==> config.mk <==
export PLATFORM = sky130hd
export DESIGN_NAME = fcmd_decode
export DESIGN_NICKNAME = d
export VERILOG_FILES = /design/src/rtl/fcmd_pkg.sv /design/src/rtl/fcmd_classify.sv /design/src/rtl/fcmd_pulse_reg.sv /design/src/rtl/fcmd_decode.sv
export SDC_FILE = /design/constraint.sdc
export NUM_CORES = 1
export LEC_CHECK = 0
export BUFFER_PORTS_ARGS = -buffer_cell sky130_fd_sc_hd__buf_2
export CAP_MARGIN = 15
export CORE_AREA = 2 2 39 41
export CTS_BUF_LIST = sky130_fd_sc_hd__clkbuf_2
export DETAILED_ROUTE_END_ITERATION = 7
export DIE_AREA = 0 0 41 43
export PLACE_DENSITY = 0.52
export SLEW_MARGIN = 25
export SYNTH_ARGS = -nofsm -noshare
export SYNTH_HDL_FRONTEND = slang
export SYNTH_SLANG_ARGS = --single-unit
==> constraint.sdc <==
create_clock -name clk -period 0.8 [get_ports clk]
set_clock_uncertainty 0.05 [all_clocks]
set_input_delay 0.08 -clock clk [delete_from_list [all_inputs] [get_ports clk]]
set_output_delay 0.08 -clock clk [all_outputs]
set_load 0.005 [all_outputs]
==> src/rtl/fcmd_pkg.sv <==
package fcmd_pkg;

  localparam int unsigned CODE_W  = 4;
  localparam int unsigned NUM_CMD = 7;

  // Output vector layout: commands in the low bits, then strobe, bit, error
  localparam int unsigned IDX_STB = NUM_CMD;
  localparam int unsigned IDX_BIT = NUM_CMD + 1;
  localparam int unsigned IDX_ERR = NUM_CMD + 2;
  localparam int unsigned OUT_W   = NUM_CMD + 3;

  typedef enum logic [CODE_W-1:0] {
    C_TRIG    = 4'h1,
    C_REGRST  = 4'h2,
    C_CAL     = 4'h3,
    C_RESYNC  = 4'h4,
    C_EVRST   = 4'h5,
    C_BXRST   = 4'h6,
    C_RUNTOG  = 4'h7,
    C_SC_ZERO = 4'h8,
    C_SC_ONE  = 4'h9
  } fcmd_code_e;

  // Command i (0..NUM_CMD-1) is carried by this code value
  function automatic logic [CODE_W-1:0] cmd_code(input int unsigned idx);
    case (idx)
      0:       return C_TRIG;
      1:       return C_REGRST;
      2:       return C_CAL;
      3:       return C_RESYNC;
      4:       return C_EVRST;
      5:       return C_BXRST;
      default: return C_RUNTOG;
    endcase
  endfunction

endpackage

==> src/rtl/fcmd_classify.sv <==
module fcmd_classify
  import fcmd_pkg::*;
#(
  parameter int unsigned N_CMD = NUM_CMD
) (
  input  logic              in_valid,
  input  logic [CODE_W-1:0] in_code,
  input  logic              in_bad,
  output logic [N_CMD-1:0]  cmd_hit,
  output logic              sc_hit,
  output logic              sc_val,
  output logic              err_hit
);

  logic accept;
  logic any_cmd;

  assign accept = in_valid && !in_bad;

  // One comparator per command code
  for (genvar gi = 0; gi < N_CMD; gi++) begin : g_cmd
    assign cmd_hit[gi] = accept && (in_code == cmd_code(gi));
  end

  assign any_cmd = |cmd_hit;

  always_comb begin
    sc_hit  = 1'b0;
    sc_val  = 1'b0;
    if (accept) begin
      if (in_code == C_SC_ZERO) begin
        sc_hit = 1'b1;
      end else if (in_code == C_SC_ONE) begin
        sc_hit = 1'b1;
        sc_val = 1'b1;
      end
    end
  end

  // Error: uncorrectable word, or a correctable word that maps to nothing
  assign err_hit = in_valid && (in_bad || (!any_cmd && !sc_hit));

endmodule

==> src/rtl/fcmd_pulse_reg.sv <==
module fcmd_pulse_reg #(
  parameter int unsigned W = 10
) (
  input  logic         clk,
  input  logic         rst_n,
  input  logic [W-1:0] d,
  output logic [W-1:0] q
);

  // Per-bit flops: each output is a fresh one-cycle pulse of its comb input
  for (genvar gb = 0; gb < W; gb++) begin : g_bit
    always_ff @(posedge clk or negedge rst_n) begin
      if (!rst_n) q[gb] <= 1'b0;
      else        q[gb] <= d[gb];
    end
  end

endmodule

==> src/rtl/fcmd_decode.sv <==
module fcmd_decode
  import fcmd_pkg::*;
(
  input  logic              clk,
  input  logic              rst_n,
  input  logic              sym_valid,
  input  logic [CODE_W-1:0] sym_code,
  input  logic              sym_bad,
  output logic              trig,
  output logic              reg_rst,
  output logic              cal_start,
  output logic              resync,
  output logic              evt_cnt_rst,
  output logic              bx_cnt_rst,
  output logic              run_toggle,
  output logic              sc_stb,
  output logic              sc_bit,
  output logic              err
);

  logic [NUM_CMD-1:0] cmd_hit;
  logic               sc_hit;
  logic               sc_val;
  logic               err_hit;
  logic [OUT_W-1:0]   nxt_vec;
  logic [OUT_W-1:0]   out_vec;

  fcmd_classify #(.N_CMD(NUM_CMD)) u_classify (
    .in_valid (sym_valid),
    .in_code  (sym_code),
    .in_bad   (sym_bad),
    .cmd_hit  (cmd_hit),
    .sc_hit   (sc_hit),
    .sc_val   (sc_val),
    .err_hit  (err_hit)
  );

  always_comb begin
    nxt_vec                = '0;
    nxt_vec[NUM_CMD-1:0]   = cmd_hit;
    nxt_vec[IDX_STB]       = sc_hit;
    nxt_vec[IDX_BIT]       = sc_val;
    nxt_vec[IDX_ERR]       = err_hit;
  end

  fcmd_pulse_reg #(.W(OUT_W)) u_pulse (
    .clk   (clk),
    .rst_n (rst_n),
    .d     (nxt_vec),
    .q     (out_vec)
  );

  assign trig        = out_vec[0];
  assign reg_rst     = out_vec[1];
  assign cal_start   = out_vec[2];
  assign resync      = out_vec[3];
  assign evt_cnt_rst = out_vec[4];
  assign bx_cnt_rst  = out_vec[5];
  assign run_toggle  = out_vec[6];
  assign sc_stb      = out_vec[IDX_STB];
  assign sc_bit      = out_vec[IDX_BIT];
  assign err         = out_vec[IDX_ERR];

endmodule

Yosys cells after proc, flatten, opt, wreduce, memory -nomap -nowiden
Index checks and enable logic that the tools add are counted.
Storage, ports and cells
  output and inout port bits: 10
  word-level logic and storage cells: 39
  register bits: 10
  bits of input ports: 8
Cells by class
  muxes and demuxes: 5
  reduce and logical (&&, ||, !) cells: 15
  equality and inequality tests: 9
Operators by type and width (count)
  $eq 4x3->1 const B: 4
  $logic_and 1x1->1: 10
  $eq 4x2->1 const B: 2
  $eq 4x4->1 const B: 2
  $reduce_or 7->1: 1
  $mux 1: 5
  $eq 4x1->1 const B: 1
  $logic_not 1->1: 3
  $logic_or 1x1->1: 1

Depth between registers and ports, before layout
  depth after elaboration: 8
  depth in mapped cells: 2
  mapped depth without buffers: 2

By module
Synthesis repeated with hierarchy kept, for this count alone.
Unflattened totals
  cell total of the unflattened synthesis: 28
  area total of the unflattened synthesis: 386.6 um^2
By module, submodules not included
  fcmd_pulse_reg: sequential area each 250.2 um^2, cells an instance 10, times used 1, area an instance 250.2 um^2
  fcmd_classify: sequential area each 0.0 um^2, cells an instance 18, times used 1, area an instance 136.4 um^2

Least setup slack after synthesis
OpenSTA, ideal clock, no wires.
  path kind: input -> register
  start: input port sym_code[3]
  end: register u_pulse.q[0]
  setup time: 72 ps
  stages on the path: 2
  buffers on the path: 0
  slack: -12 ps
  data arrival time: 690 ps
  cell sequence: or4b_4 nor2_1
Between the ends
  word-level cells in the longest chain between the ends: 2
Ends and longest elaborated chain
  start: declaration: RTL line fcmd_decode.sv:7  | input logic [CODE_W-1:0] sym_code,
  $eq 4x1->1: RTL line fcmd_classify.sv:22  | assign cmd_hit[gi] = accept && (in_code == cmd_code(gi));
  $logic_and 1x1->1: RTL line fcmd_classify.sv:22
  via cmd_hit[0]: RTL line fcmd_decode.sv:21  | logic [NUM_CMD-1:0] cmd_hit;
  end signal: indexed assignment: RTL line fcmd_pulse_reg.sv:14  | else q[gb] <= d[gb];
  end: declaration: RTL line fcmd_pulse_reg.sv:7  | output logic [W-1:0] q
The timed path passes the listed nets, and every way through them passes these cells.

Final worst setup path
  start: register u_pulse.q[6]
  end: output port run_toggle
RTL lines
  end: declaration: RTL line fcmd_decode.sv:15  | output logic run_toggle,
No word-level cell between the ends.

==> results by group <==
Timing
  – Unrepaired setup endpoints after global routing: true
  – Worst-Margin Slew: between 200 and 250 ps
  – Slack of the critical path: -68.86 ps
  – Fin crit period: a little under 900 ps
  – Achievable clock frequency: 1.151 GHz
  – Hold violation count in the final report: 0
  – Max Slew Vio Count: 0
  – Post-route fraction of the period consumed by the critical path: 1.086
  – Relative slew margins: 0.8544
  – Setup Viol. Count Final: 10

Drt
  – Routed via count: ~310
  – Average wire per standard cell: about 9.7 um
  – Vias per inst: 4.292
  – Overall routed net length: roughly 700 um
  – First DRT Iteration DRCs: 3
  – Residual DRC: 0
  – Routed Antenna Nets: 0
  – Number of iterations in the first detailed-routing pass: 3

GRT
  – First-pass GRT wire length: approximately 1200 um
  – Pin count of the biggest net entering global routing: 11
  – Total Routing Usage GR: 0.1056
  – Number of antenna violations at the first check in global routing: 0
  – Via count of the first global-routing pass: just over 300
  – Global-route congestion overflow total: 0

Floorplan
  – Area of the die: around 0.0018 mm^2
  – Die W: about 41 um
  – Core area: ~0.0014 mm^2
  – Overall die height: between 40 and 50 um
  – Starting utilization of the core area: 0.2676
  – Number of rows in the core area: 14
  – Top Ports: 18

Clock network
  – Clock sink count: 10
  – TritonCTS clock tree: done
  – Clock buffer count from CTS: 3
  – Number of setup buffers added after CTS: 0
  – Clock Path Buffers: 2
  – Clock transition time at the flip-flop clock pins of the worst setup and hold paths: roughly 80 ps
  – H-tree depth: 1
  – Clock tree root buffer cell: sky130_fd_sc_hd__clkbuf_2

Pwr
  – Pwr Total: just under 0.0009 W
  – Static Leak: 0.2979 nW
  – Power Dens Cells: 1607 mW/mm^2
  – Largest voltage drop on the vdd net: roughly 0.43 mV

Finish
  – Number of antenna diodes: 0
  – NumNets Final: 66
  – Fill cell count: between 100 and 150
  – Area used by multi-input combinational logic: approximately 120 um^2
  – Registers with the most flip-flops: u_pulse.q (10)
  – Final core area utilization: 0.3942
  – Final design instance area without fill: about 550 um^2
  – Layout overhead on the synthesized area: 47.30%
  – Register with the most flip-flops: u_pulse.q
  – Number of flip-flops under the largest register name: 10
  – Final non-filler cell total: 72
  – Fraction of layout cells with a size suffix above 1: 0.5000
  – Sequential cell area: approximately 250 um^2

Hold path
  – Worst hold stages: 2
  – Hold Path Class: primary input to flip-flop
  – Endpoint, Worst Hold: u_pulse.q[3]
  – Startpoint of the most critical hold path: sym_code[0]

Run status
  – Run status: complete, but fails checks
  – Violated checks: negative setup slack

Setup path
  – Critical Path Slowest Stage Cell: sky130_fd_sc_hd__dfrtp_1
  – Largest delay share family, worst path: flip-flops
  – Required time at the worst-slack endpoint: 670 ps
  – Series of cell instances along the critical path: buf_2
  – Worst EP arrival: ~740 ps
  – Biggest fanout along the worst timing path: 1
  – CP startpoint kind: flip-flop
  – Stages on worst setup path: 1
  – CP peak stage delay: 370 ps
  – Type of element capturing the critical path: output port
  – Type of the worst setup path: flip-flop to output port
  – Buffers plus inverters on the worst setup path: 1

Place
  – Worst Setup Slack post-DPL: -176.6 ps
  – Number of port buffers: 17
  – Instance count after placement with tap cells included: 68
  – Routability-driven placement congestion ratio: ~0.74
  – Final HPWL DP: approximately 590 um
  – Placed instance area: around 520 um^2

Synth
  – Count of distinct cell types in the synthesized netlist: 11
  – Synthesized netlist cell count: 29
  – Synth Area per Inst: roughly 13 um^2
  – Cell Area, Synth: about 370 um^2
  – Proportion of netlist area held by the largest area contributor: 0.6757
  – Post-synthesis sequential area ratio: 0.6757
  – Cell type with the highest aggregate area in the netlist: sky130_fd_sc_hd__dfrtp_1
  – Synth warn: 0
  – Post-synthesis register bit count: 10
  – Most area-consuming cells after synthesis: sky130_fd_sc_hd__dfrtp_1 68%, sky130_fd_sc_hd__nor2_1 6.1%, sky130_fd_sc_hd__nand2b_1 5.1%, sky130_fd_sc_hd__nand4bb_2 4.4%, sky130_fd_sc_hd__nor3_1 4.1%
  – Post-synth net total: 37

Flow run
  – Max-cap check violation count: 0
## synthesized netlist by cell type
cell type	instances
sky130_fd_sc_hd__dfrtp_1	10
sky130_fd_sc_hd__nand2_1	1
sky130_fd_sc_hd__nand2b_1	3
sky130_fd_sc_hd__nand4bb_2	1
sky130_fd_sc_hd__nor2_1	6
sky130_fd_sc_hd__nor3_1	3
sky130_fd_sc_hd__nor4_1	1
sky130_fd_sc_hd__o21a_1	1
sky130_fd_sc_hd__o31a_1	1
sky130_fd_sc_hd__or2b_1	1
sky130_fd_sc_hd__or4b_4	1
## power breakdown
| group | internal (W) | switching, W | leakage, nW |
|---|---|---|---|
| combinational | 0.0000575 | 0.0000495 | 0.148 |
| clock | 0.000102 | 0.000153 | 0.0125 |
| sequential | 0.000513 | 0.00000155 | 0.138 |
## repair_timing
action	in CTS	in global routing
endpoints found under the setup margin	10	10
resized for setup	0	0
endpoints found under the hold margin	11	0
hold buffers	1	0
## routing by layer
layer  global-route usage  up-vias  share of wire
li1                     -      155              -
met1               0.1067      137           0.41
met2               0.1688       15           0.49
met3                    0        2          0.064
met4               0.1200        0          0.036
met5                    0        -              0
## placed cells by master (no fill, tap or decap)
cell and n:
sky130_fd_sc_hd__buf_4 6, sky130_fd_sc_hd__o31a_1 1, sky130_fd_sc_hd__clkbuf_2 3, sky130_fd_sc_hd__nor2_1 6, sky130_fd_sc_hd__buf_2 17, sky130_fd_sc_hd__dlygate4sd3_1 1, sky130_fd_sc_hd__or2b_1 1, sky130_fd_sc_hd__o21a_1 1
sky130_fd_sc_hd__nand4bb_2 1, sky130_fd_sc_hd__nand2b_1 3, sky130_fd_sc_hd__dfrtp_1 10, sky130_fd_sc_hd__nand2_1 1, sky130_fd_sc_hd__nor4_1 1, sky130_fd_sc_hd__or4b_4 1, sky130_fd_sc_hd__nor3_1 3
## worst max-delay path by stage
stage,start,slack (ps),to
3_5_place_dp,sym_code[3],-180,u_pulse.q[0]
4_1_cts,u_pulse.q[1],-90,reg_rst
2_1_floorplan,sym_code[3],-10,u_pulse.q[0]
6_report,u_pulse.q[6],-70,run_toggle
3_3_place_gp,sym_code[3],-170,u_pulse.q[2]
5_1_grt,u_pulse.q[1],-100,reg_rst
## cell type report
type	instances	share of cell area
clock buffers	3	0.02752
multi-input cells	19	0.2202
flip-flops and latches	10	0.4587
well taps	16	0.03670
repair buffers	24	0.2569
## through the flow
step | setup TNS (ps) | hold WS (ps)
after global placement | -774.7 | -104.4
after CTS | -772.1 | -5.412
after detailed placement | -855.1 | -103.6
final | -569.6 | 7.489
after floorplan | -35.48 | -265.6
after global routing | -903.3 | 11.33
## cells by family (layout without fill, tap and decap cells)
kind of cell           Yosys count  in the layout  synth area share
AND/OR/NAND/NOR                 17             17            0.2804
flip-flops                      10             10            0.6757
AO/OA/AOI/OAI                    2              2           0.04393
buffers and inverters            0             27                 0
(Power assumes the default switching activity.)
